$ cat config.mk
export PLATFORM = sky130hd
export DESIGN_NAME = sqrt_csel_adder
export DESIGN_NICKNAME = d
export VERILOG_FILES = /design/src/rtl/sqrt_csel_pkg.sv /design/src/rtl/csel_ripple_blk.sv /design/src/rtl/csel_select_blk.sv /design/src/rtl/sqrt_csel_adder.sv
export SDC_FILE = /design/constraint.sdc
export NUM_CORES = 1
export LEC_CHECK = 0
export BUFFER_PORTS_ARGS = -buffer_cell sky130_fd_sc_hd__buf_4
export CAP_MARGIN = 10
export CELL_PAD_IN_SITES_DETAIL_PLACEMENT = 0
export CELL_PAD_IN_SITES_GLOBAL_PLACEMENT = 2
export CORE_MARGIN = 3
export CORE_UTILIZATION = 20
export DETAILED_ROUTE_END_ITERATION = 6
export GPL_TIMING_DRIVEN = 0
export MAX_ROUTING_LAYER = met4
export PLACE_DENSITY = 0.95
export SETUP_SLACK_MARGIN = 0.02
export SLEW_MARGIN = 30
export SYNTH_ARGS = -nofsm -noshare
export SYNTH_HDL_FRONTEND = slang
export SYNTH_SLANG_ARGS = --single-unit
$ cat constraint.sdc
create_clock -name vclk -period 15.15
set_input_delay 3.03 -clock vclk [all_inputs]
set_output_delay 3.03 -clock vclk [all_outputs]
set_load 0.01 [all_outputs]
$ cat src/rtl/sqrt_csel_pkg.sv
package sqrt_csel_pkg;
  localparam int unsigned DEF_WIDTH = 16;
  localparam int unsigned DEF_NBLK  = 5;
  localparam int unsigned DEF_BLK_W [DEF_NBLK] = '{2, 2, 3, 4, 5};
endpackage

$ cat src/rtl/csel_ripple_blk.sv
module csel_ripple_blk #(
  parameter int unsigned W = 2
) (
  input  logic [W-1:0] a_i,
  input  logic [W-1:0] b_i,
  input  logic         cin_i,
  output logic [W-1:0] sum_o,
  output logic         cout_o
);
  logic [W:0]   carry;
  logic [W-1:0] gen;
  logic [W-1:0] prop;

  assign carry[0] = cin_i;

  for (genvar i = 0; i < W; i++) begin : g_bit
    assign gen[i]      = a_i[i] & b_i[i];
    assign prop[i]     = a_i[i] ^ b_i[i];
    assign carry[i+1]  = gen[i] | (prop[i] & carry[i]);
    assign sum_o[i]    = prop[i] ^ carry[i];
  end

  assign cout_o = carry[W];
endmodule

$ cat src/rtl/csel_select_blk.sv
module csel_select_blk #(
  parameter int unsigned W = 3
) (
  input  logic [W-1:0] a_i,
  input  logic [W-1:0] b_i,
  input  logic         cin_i,
  output logic [W-1:0] sum_o,
  output logic         cout_o
);
  logic [W-1:0] sum_c0, sum_c1;
  logic         co_c0, co_c1;

  csel_ripple_blk #(.W(W)) u_cand0 (
    .a_i(a_i), .b_i(b_i), .cin_i(1'b0), .sum_o(sum_c0), .cout_o(co_c0)
  );

  csel_ripple_blk #(.W(W)) u_cand1 (
    .a_i(a_i), .b_i(b_i), .cin_i(1'b1), .sum_o(sum_c1), .cout_o(co_c1)
  );

  always_comb begin
    if (cin_i) begin
      sum_o  = sum_c1;
      cout_o = co_c1;
    end else begin
      sum_o  = sum_c0;
      cout_o = co_c0;
    end
  end
endmodule

$ cat src/rtl/sqrt_csel_adder.sv
module sqrt_csel_adder
  import sqrt_csel_pkg::*;
#(
  parameter int unsigned WIDTH = DEF_WIDTH,
  parameter int unsigned NBLK  = DEF_NBLK,
  parameter int unsigned BLK_W [NBLK] = DEF_BLK_W
) (
  input  logic [WIDTH-1:0] a_i,
  input  logic [WIDTH-1:0] b_i,
  input  logic             cin_i,
  output logic [WIDTH-1:0] sum_o,
  output logic             cout_o
);
  function automatic int unsigned blk_lsb(int unsigned k);
    int unsigned s = 0;
    for (int unsigned j = 0; j < k; j++) s += BLK_W[j];
    return s;
  endfunction

  localparam int unsigned TOTAL_W = blk_lsb(NBLK);

  // partition must cover the word exactly and never narrow toward the MSB
  if (TOTAL_W != WIDTH) begin : g_bad_total
    $error("block widths do not add up to WIDTH");
  end
  for (genvar k = 1; k < NBLK; k++) begin : g_mono
    if (BLK_W[k] < BLK_W[k-1]) begin : g_bad_order
      $error("block widths must not shrink toward the MSB");
    end
  end

  logic [NBLK:0] blk_carry;
  assign blk_carry[0] = cin_i;

  for (genvar k = 0; k < NBLK; k++) begin : g_blk
    localparam int unsigned LSB = blk_lsb(k);
    localparam int unsigned BW  = BLK_W[k];
    if (k == 0) begin : g_base
      csel_ripple_blk #(.W(BW)) u_blk (
        .a_i   (a_i[LSB +: BW]),
        .b_i   (b_i[LSB +: BW]),
        .cin_i (blk_carry[k]),
        .sum_o (sum_o[LSB +: BW]),
        .cout_o(blk_carry[k+1])
      );
    end else begin : g_sel
      csel_select_blk #(.W(BW)) u_blk (
        .a_i   (a_i[LSB +: BW]),
        .b_i   (b_i[LSB +: BW]),
        .cin_i (blk_carry[k]),
        .sum_o (sum_o[LSB +: BW]),
        .cout_o(blk_carry[k+1])
      );
    end
  end

  assign cout_o = blk_carry[NBLK];
endmodule

==> results.md, run 1 <==
* Worst path slowest cell: fa_1
* DRT iter0 DRCs at 7
* Gpl congestion at a little over 0.7
* Final Slew Violations at 0
* Unrepaired setup endpoints after global routing: false
* Crit share post-route at between 70% and 80%
* Core Region at roughly 2300 um2
* Power density cells at around 44 nW/um2
* Clkbuf count at 0
* # DRC at 0
* Height of the die at between 50 and 60 um
* Via Count at just under 500
* WL final at approximately 1100 um
* Number of port buffers at 50
* Post-Layout Cell Count at approximately 130
* Worst Hold Class: in -> out
* Vias/cell at about 3.8
* Crit-path max FO at 3
* DP HPWL at 1120 um
* Fin nets at 155
* Crit path required time at ~12 ns
* Num rows at 17
* Largest net degree at the start of global routing at 4
* Antenna-violating nets left at 0
* Yosys top cell area share at slightly below 50%
* Slew margin rel. at just under 90%
* Crit path DAT at roughly 8.8 ns
* Largest stage delay, worst path at 0.43 ns
* Setup Crit Path Kind: in -> out
* Area growth syn-to-layout at 84.1%
* Layout cells sized above 1 at about 50%
* Fin Setup TNS at 0 ns
* CTS Hold Buffers Added at 0
* DP Cell Count at approximately 130
* Inserted Diodes at 0
* Initial antenna violation count at 0
* Most area-hungry cell type in the Yosys netlist: fa_1
* Sequential-to-total area share from yosys stat at 0%
* GRT Resource Usage Total at approximately 7.5%
* Synth cell types at 7
* Post-route cell area at between 800 and 900 um2
* Setup Slack @ Placement at ~3.3 ns
* Initial Util at between 20 and 25%
* Most used cell, CP: fa_1
* FF+latch area at 0 um2
* Ys Warns at 0
* Peak supply drop at 22.0 uV
* Die area at between 3000 and 4000 um2
* Max Cap Viol at 0
* Mean Syn Cell Area at 9.76 um2
* CTS resizes at 0
* Area after detailed placement at ~900 um2
* WL/cell at about 8.6 um
* Cells after synthesis at 50
* Final setup viols at 0
* Syn Std Cell Area at ~500 um2
* Post-CTS setup buffer count at 0
* Top-Level Pins at 50
* TritonRoute pass-1 iters at 2
* Worst-margin pin slew at just under 0.2 ns
* Critical Path Start Type: input pin
* Leakage Power at 0.527 nW
* Final worst slack at roughly 3.4 ns
* CP cell instances: buf_4 -> inv_1 -> fa_1 -> inv_1 -> fa_1 -> nor2_1 -> a21oi_1 -> fa_1 -> nor2_1 -> a21oi_1 -> fa_1 -> fa_1 -> mux2i_1 -> fa_1 -> fa_1 -> fa_1 -> mux2i_1 -> fa_1 -> fa_1 -> fa_1 -> inv_1 -> fa_1 -> inv_1 -> buf_4
* Total congestion overflow at 0
* Syn_nets at around 100
* Vias in the first global route at just under 500
* Fmax at around 0.085 GHz
* FF+latch count at 0
* Min cycle time layout at 11.78 ns
* Hold Vio Cnt, Final at 0
* First-pass GRT wire length at approximately 2000 um
* Main area contributors after synthesis: fa_1 (49%), ha_1 (21%), inv_1 (15%)
* Worst Setup End Kind: output port
* Outcome: finished, final reports clean
* Die X at approximately 55 um
[cell usage in the layout, fill, tap and decap left out]
cell     instances
xor2_1           4
mux2i_1          2
ha_1             8
fa_1            12
buf_4           50
a21oi_1          2
nor2_1           2
inv_1           20
[cell families (layout without fill, tap and decap cells)]
| logic type | after synthesis | after routing | synth area share [%] |
|---|---|---|---|
| xor gates and xnor gates | 4 | 4 | 7.18 |
| and+or+nand+nor | 2 | 2 | 1.54 |
| AOI/OAI and AO/OA | 2 | 2 | 2.05 |
| buffers and inverters | 20 | 70 | 15.4 |
| muxes | 2 | 2 | 4.10 |
| adders and majority gates | 20 | 20 | 69.7 |
[through the flow]
| stage | hold slack [ns] | total power [mW] | util (%) |
|---|---|---|---|
| floorplan | 6.25 | 0.0188 | - |
| global placement | 6.40 | 0.0397 | 39.8 |
| detailed placement | 6.40 | 0.0405 | 39.8 |
| CTS | 6.40 | 0.0406 | 39.8 |
| global route | 6.42 | 0.0447 | 39.8 |
| finish | 6.40 | 0.0395 | 39.8 |
[critical path, delay by kind of cell]
kind            cells  cell delay (ns)
compound gates      2             0.13
buf+inv             6             0.48
simple gates        2             0.24
mux                 2             0.32
fa+ha+maj          12             4.56
[layout make-up]
cell class | instances | area [um2]
repair buffers | 50 | 375
fillers | 234 | 1360
multi-input cells | 30 | 413
well taps | 28 | 35.0
inverters | 20 | 75.1
[final timing paths]
| path | startpoint | to | slack, ns | cells after the start |
|---|---|---|---|---|
| worst max-delay path | a_i[0] | sum_o[15] | 3.37 | 24 |
| worst min-delay path | b_i[8] | sum_o[8] | 6.40 | 3 |
[synth_stat cells]
| library cell | number |
|---|---|
| a21oi_1 | 2 |
| fa_1 | 12 |
| ha_1 | 8 |
| inv_1 | 20 |
| mux2i_1 | 2 |
| nor2_1 | 2 |
| xor2_1 | 4 |
[routing by layer]
layer / global-route usage, % / vias up / share of wire [%]
met1: 9.30 / 213 / 36
met4: 0 / 0 / 0
met5: - / - / 0
met2: 13.9 / 38 / 51
met3: 0.935 / 0 / 13
li1: - / 238 / -
[where the power goes]
group	leakage [nW]	internal (mW)	switching, mW
Sequential	0	0	0
Clock	0	0	0
Combinational	0.527	0.0225	0.0170
Total	0.527	0.0225	0.0170
Note: power is estimated with default switching activity, not from simulation.
==> run 2: changes to the inputs <==
--- a/config.mk
+++ b/config.mk
@@ -10,11 +10,11 @@
 export CELL_PAD_IN_SITES_DETAIL_PLACEMENT = 0
 export CELL_PAD_IN_SITES_GLOBAL_PLACEMENT = 2
 export CORE_MARGIN = 3
-export CORE_UTILIZATION = 20
+export CORE_UTILIZATION = 17
 export DETAILED_ROUTE_END_ITERATION = 6
 export GPL_TIMING_DRIVEN = 0
 export MAX_ROUTING_LAYER = met4
-export PLACE_DENSITY = 0.95
+export PLACE_DENSITY = 0.92
 export SETUP_SLACK_MARGIN = 0.02
 export SLEW_MARGIN = 30
 export SYNTH_ARGS = -nofsm -noshare
==> constraint.sdc (replaced) <==
create_clock -name vclk -period 10.3
set_input_delay 2.06 -clock vclk [all_inputs]
set_output_delay 2.06 -clock vclk [all_outputs]
set_load 0.01 [all_outputs]
==> run 2 against run 1 <==
Effect of this change:
- clock-buffer cell count did not move
- total power is 48% higher
- die area is 16% higher
- first-iteration DRC count fell by 71%
- critical path depth stayed put
- final cell count up 1.6%
- via count is 2.7% higher
- non-clock buffer count unchanged
- setup slack worse by 2.9 ns
- sequential share of layout area stayed put
- combinational power grew 48%
==> results.md, run 2 (synthesis results as in run 1) <==
* Outcome: finished, final reports clean
* DP HPWL at 1180 um (+5.2%)
* Num rows at 18 (+1)
* Initial Util at 18.8% (-2.8 points)
* Layout cells sized above 1 at 50.0% (unchanged)
* Fillers at 265 (+13%)
* Slew margin rel. at 86.9% (+0.38 points)
* Hold Crit Start: b_i[3]
* Power density cells at 64.8 nW/um2 (+48%)
* WL/cell at 8.92 um (+3.4%)
* Die area at 3550 um2 (+16%)
* Fin Setup TNS at 0 ns (unchanged)
* Top-Level Pins at 50 (unchanged)
* Worst Hold Class: in -> out
* Peak supply drop at 28.3 uV (+29%)
* Clkbuf count at 0 (unchanged)
* Total power at 0.0584 mW (+48%)
* Post-CTS setup buffer count at 0 (unchanged)
* Min cycle time layout at between 9 and 10 ns
* DP Cell Count at 130 (+1.6%)
* Via Count at 502 (+2.7%)
* Die X at 59.6 um (+7.5%)
* CTS Hold Buffers Added at 0 (unchanged)
* WL final at 1160 um (+5.0%)
* Total congestion overflow at 0 (unchanged)
* Setup Slack @ Placement at 0.407 ns (-2.88 ns)
* Final worst slack at 0.454 ns (-2.92 ns)
* Height of the die at 59.6 um (+7.5%)
* Combined area of the multi-input logic cells at 413 um2 (unchanged)
* FF+latch count at 0 (unchanged)
* # DRC at 0 (unchanged)
* Worst Setup End Kind: output port
* Crit path DAT at 7.79 ns (-0.96 ns)
* Vias/cell at 3.86 (+1.1%)
* Largest net degree at the start of global routing at 4 (unchanged)
* Crit-path max FO at 3 (unchanged)
* Highest-count cells in the layout ignoring fill and taps: buf_4 (50), inv_1 (20), fa_1 (12), ha_1 (8), xor2_1 (4)
* Crit path required time at 8.24 ns (-3.88 ns)
* Critical Path Start Type: input pin
* Worst Setup SP: a_i[0]
* Antenna-violating nets left at 0 (unchanged)
* Leakage Power at 0.527 nW (unchanged)
* Final Slew Violations at 0 (unchanged)
* Fin nets at 155 (unchanged)
* Post-Layout Cell Count at 130 (+1.6%)
* Core Region at 2590 um2 (+15%)
* Hold Vio Cnt, Final at 0 (unchanged)
* Max Cap Viol at 0 (unchanged)
* Vias in the first global route at 568 (+17%)
* TritonRoute pass-1 iters at 2 (unchanged)
* Commonest non-fill, non-tap cell in the layout: buf_4
* FF+latch area at 0 um2 (unchanged)
* DRT iter0 DRCs at 2 (-5)
* Inserted Diodes at 0 (unchanged)
* First-pass GRT wire length at 1920 um (-2.4%)
* Setup Crit Path Kind: in -> out
* Crit share post-route at ~96%
* Area growth syn-to-layout at 84.6%
* CTS resizes at 0 (unchanged)
* Final setup viols at 0 (unchanged)
* GRT Resource Usage Total at 6.71% (-0.81 points)
* Gpl congestion at 0.681 (-6.0%)
* Unrepaired setup endpoints after global routing: false
* Number of port buffers at 50 (unchanged)
* Initial antenna violation count at 0 (unchanged)
* Worst-margin pin slew at 0.191 ns (-0.00559 ns)
* Fmax at 0.102 GHz
run 2: cell counts in the layout (fill, tap and decap cells not counted):
No cell type changed its count.
run 2: critical path, cell delays in order:
cell     delay, ns
buf_4         0.11
inv_1         0.07
fa_1          0.16
inv_1         0.05
fa_1          0.41
nor2_1        0.12
a21oi_1       0.06
fa_1          0.42
nor2_1        0.12
a21oi_1       0.06
fa_1          0.39
fa_1          0.43
mux2i_1       0.15
fa_1          0.39
fa_1          0.40
fa_1          0.43
mux2i_1       0.16
fa_1          0.40
fa_1          0.39
fa_1          0.37
inv_1         0.07
fa_1          0.40
inv_1         0.06
buf_4         0.11
run 2: stage by stage:
step                hold WS (ns)  instance area [um2]  util (%)
CTS                         4.46                  901      34.8
global route                4.47                  901      34.8
detailed placement          4.46                  901      34.8
floorplan                   4.31                  488         -
global placement            4.46                  901      34.8
finish                      4.46                  901      34.8
run 2: worst paths after layout:
check	endpoint	cells past startpoint
hold / removal	sum_o[3]	3
setup / recovery	sum_o[15]	24
run 2: routing by layer:
layer / GRT usage [%] / share of wire (%) / wire length, um / up-vias
li1: - / - / - / 239
met1: 6.72 / 35 / 404 / 220
met4: 0 / 0 / 0 / 0
met3: 1.09 / 20 / 235 / 0
met5: - / 0 / 0 / -
met2: 14.0 / 45 / 520 / 43
run 2: final cells by class:
type / instances / area share, %
Timing Repair Buffer: 50 / 41.7
Tap cell: 30 / 4.17
Inverter: 20 / 8.33
Multi-Input combinational cell: 30 / 45.8
run 2: report_power, final:
| part | switching (mW) | internal, mW |
|---|---|---|
| Sequential | 0 | 0 |
| Clock | 0 | 0 |
| Combinational | 0.0253 | 0.0331 |
| Total | 0.0253 | 0.0331 |
==> run 3: changes to the inputs <==
--- a/config.mk
+++ b/config.mk
@@ -12,7 +12,6 @@
 export CORE_MARGIN = 3
 export CORE_UTILIZATION = 17
 export DETAILED_ROUTE_END_ITERATION = 6
-export GPL_TIMING_DRIVEN = 0
 export MAX_ROUTING_LAYER = met4
 export PLACE_DENSITY = 0.92
 export SETUP_SLACK_MARGIN = 0.02
==> run 3 against run 2 <==
Effect of this change:
- clock-buffer cell count unchanged
- total power increased by 1.4%
- sequential cell count unchanged
- die area unchanged
- final cell count unchanged
- critical path depth unchanged
- global-route usage increased by 1.0 points
- sequential share of layout area unchanged
- combinational power increased by 1%
- setup slack improved by 0.015 ns
- non-clock buffer count unchanged
- via count decreased by 1.4%
- largest cell class unchanged
==> results.md, run 3 (synthesis results as in run 1) <==
* Outcome: finished, final reports clean
* Clkbuf count at 0 (unchanged)
* WL/cell at 9.88 um (+11%)
* Crit path max-delay family: adder cells
* DP HPWL at 1260 um (+6.9%)
* Crit-path max FO at 3 (unchanged)
* Vias/cell at 3.81 (-1.4%)
* Peak supply drop at 32.2 uV (+14%)
* Worst path slowest cell: fa_1
* Combined area of the multi-input logic cells at 413 um2 (unchanged)
* Crit share post-route at 95.5% (-0.15 points)
* WHS at 4.46 ns (+0.00116 ns)
* Sw Ratio at 43.5% (+0.16 points)
* Unrepaired setup endpoints after global routing: false
* Commonest non-fill, non-tap cell in the layout: buf_4
* WL final at 1280 um (+11%)
* Final Slew Violations at 0 (unchanged)
* Largest stage delay, worst path at 0.43 ns (about the same)
* Vias in the first global route at 551 (-3.0%)
* FF+latch count at 0 (unchanged)
* Post-layout util at 34.8% (unchanged)
* Antenna-violating nets left at 0 (unchanged)
* Critical Path Start Type: input pin
* Initial Util at 18.8% (unchanged)
* Total congestion overflow at 0 (unchanged)
* CTS Hold Buffers Added at 0 (unchanged)
* Height of the die at 59.6 um (unchanged)
* Fin nets at 155 (unchanged)
* FF+latch area at 0 um2 (unchanged)
* Combinational share of power at 100.0% (about the same)
* TritonRoute pass-1 iters at 4 (+2)
* Top-Level Pins at 50 (unchanged)
* Slew margin rel. at 85.8% (-1.1 points)
* Leakage Power at 0.527 nW (unchanged)
* Worst Hold Class: in -> out
* Num rows at 18 (unchanged)
* Total power at 0.0592 mW (+1.4%)
* Inserted Diodes at 0 (unchanged)
* Crit path DAT at 7.77 ns (-0.02 ns)
* Die area at 3550 um2 (unchanged)
* Fmax at 0.102 GHz (+0.15%)
* Worst-margin pin slew at 0.207 ns (+0.0157 ns)
* Clk network pwr share at 0% (unchanged)
* Crit path required time at 8.24 ns (about the same)
* Psw at 0.0258 mW (+1.7%)
* Fillers at 259 (-2.3%)
* Number of port buffers at 50 (unchanged)
* Min cycle time layout at 9.83 ns (-0.0151 ns)
* Setup Crit Path Kind: in -> out
* Highest-count cells in the layout ignoring fill and taps: buf_4 (50), inv_1 (20), fa_1 (12), ha_1 (8), xor2_1 (4)
* First-pass GRT wire length at 2110 um (+10%)
* Layout cells sized above 1 at 50.0% (unchanged)
* Most used cell, CP: fa_1
* CP cell instances: buf_4 -> inv_1 -> fa_1 -> inv_1 -> fa_1 -> nor2_1 -> a21oi_1 -> fa_1 -> nor2_1 -> a21oi_1 -> fa_1 -> fa_1 -> mux2i_1 -> fa_1 -> fa_1 -> fa_1 -> mux2i_1 -> fa_1 -> fa_1 -> fa_1 -> inv_1 -> fa_1 -> inv_1 -> buf_4
* Largest net degree at the start of global routing at 4 (unchanged)
* Post-CTS setup buffer count at 0 (unchanged)
* Via Count at 495 (-1.4%)
* Max Cap Viol at 0 (unchanged)
* Power Internal at 0.0334 mW (+1.1%)
* CTS resizes at 0 (unchanged)
* Area growth syn-to-layout at 84.6% (unchanged)
* Initial antenna violation count at 0 (unchanged)
* GRT Resource Usage Total at 7.73% (+1.0 points)
* # DRC at 0 (unchanged)
* Power density cells at 65.7 nW/um2 (+1.4%)
* Fin Setup TNS at 0 ns (unchanged)
* Worst Setup End Kind: output port
* Gpl congestion at 0.702 (+3.1%)
* DRT iter0 DRCs at 6 (+4)
* Final setup viols at 0 (unchanged)
* Seq pwr share at 0% (unchanged)
* Die X at 59.6 um (unchanged)
* Core Region at 2590 um2 (unchanged)
* Hold Vio Cnt, Final at 0 (unchanged)
* CP bufs+invs at 6 (unchanged)
run 3: cell counts in the layout (fill, tap and decap cells not counted):
No cell type changed its count.
run 3: power by group through the flow:
stage	combinational, mW	sequential [mW]	clock [mW]
after floorplan	0.0276	0	0
after global placement	0.0586	0	0
after detailed placement	0.0604	0	0
after CTS	0.0608	0	0
after global routing	0.0664	0	0
final	0.0592	0	0
run 3: final cells by class:
class | count | area share (%)
multi-input combinational | 30 | 45.8
tap | 30 | 4.17
inverter | 20 | 8.33
timing repair buffer | 50 | 41.7
run 3: worst min-delay path, delay by kind of cell:
family	cells	cell delay, ns
adder cells (fa/ha/maj)	1	0.14
buffers and inverters	2	0.19
run 3: metal layers:
metal  routed length (um)  vias up  global-route usage, %
li1                     -      238                      -
met4                    0        0                      0
met5                    0        -                      -
met2                  628       43                   15.6
met3                  231        0                   1.09
met1                  424      214                   8.32
run 3: metrics by stage:
step           area, um2  setup slack, ns  cells
2_1_floorplan        488            0.883     50
3_3_place_gp         901            0.480    130
3_5_place_dp         901            0.409    130
4_1_cts              901            0.415    130
5_1_grt              901            0.188    130
6_report             901            0.469    130
run 3: path summary, 6_finish.rpt:
kind	to	slack [ns]	cells past startpoint	from
setup / recovery	sum_o[15]	0.47	24	a_i[0]
hold / removal	sum_o[13]	4.46	3	b_i[13]
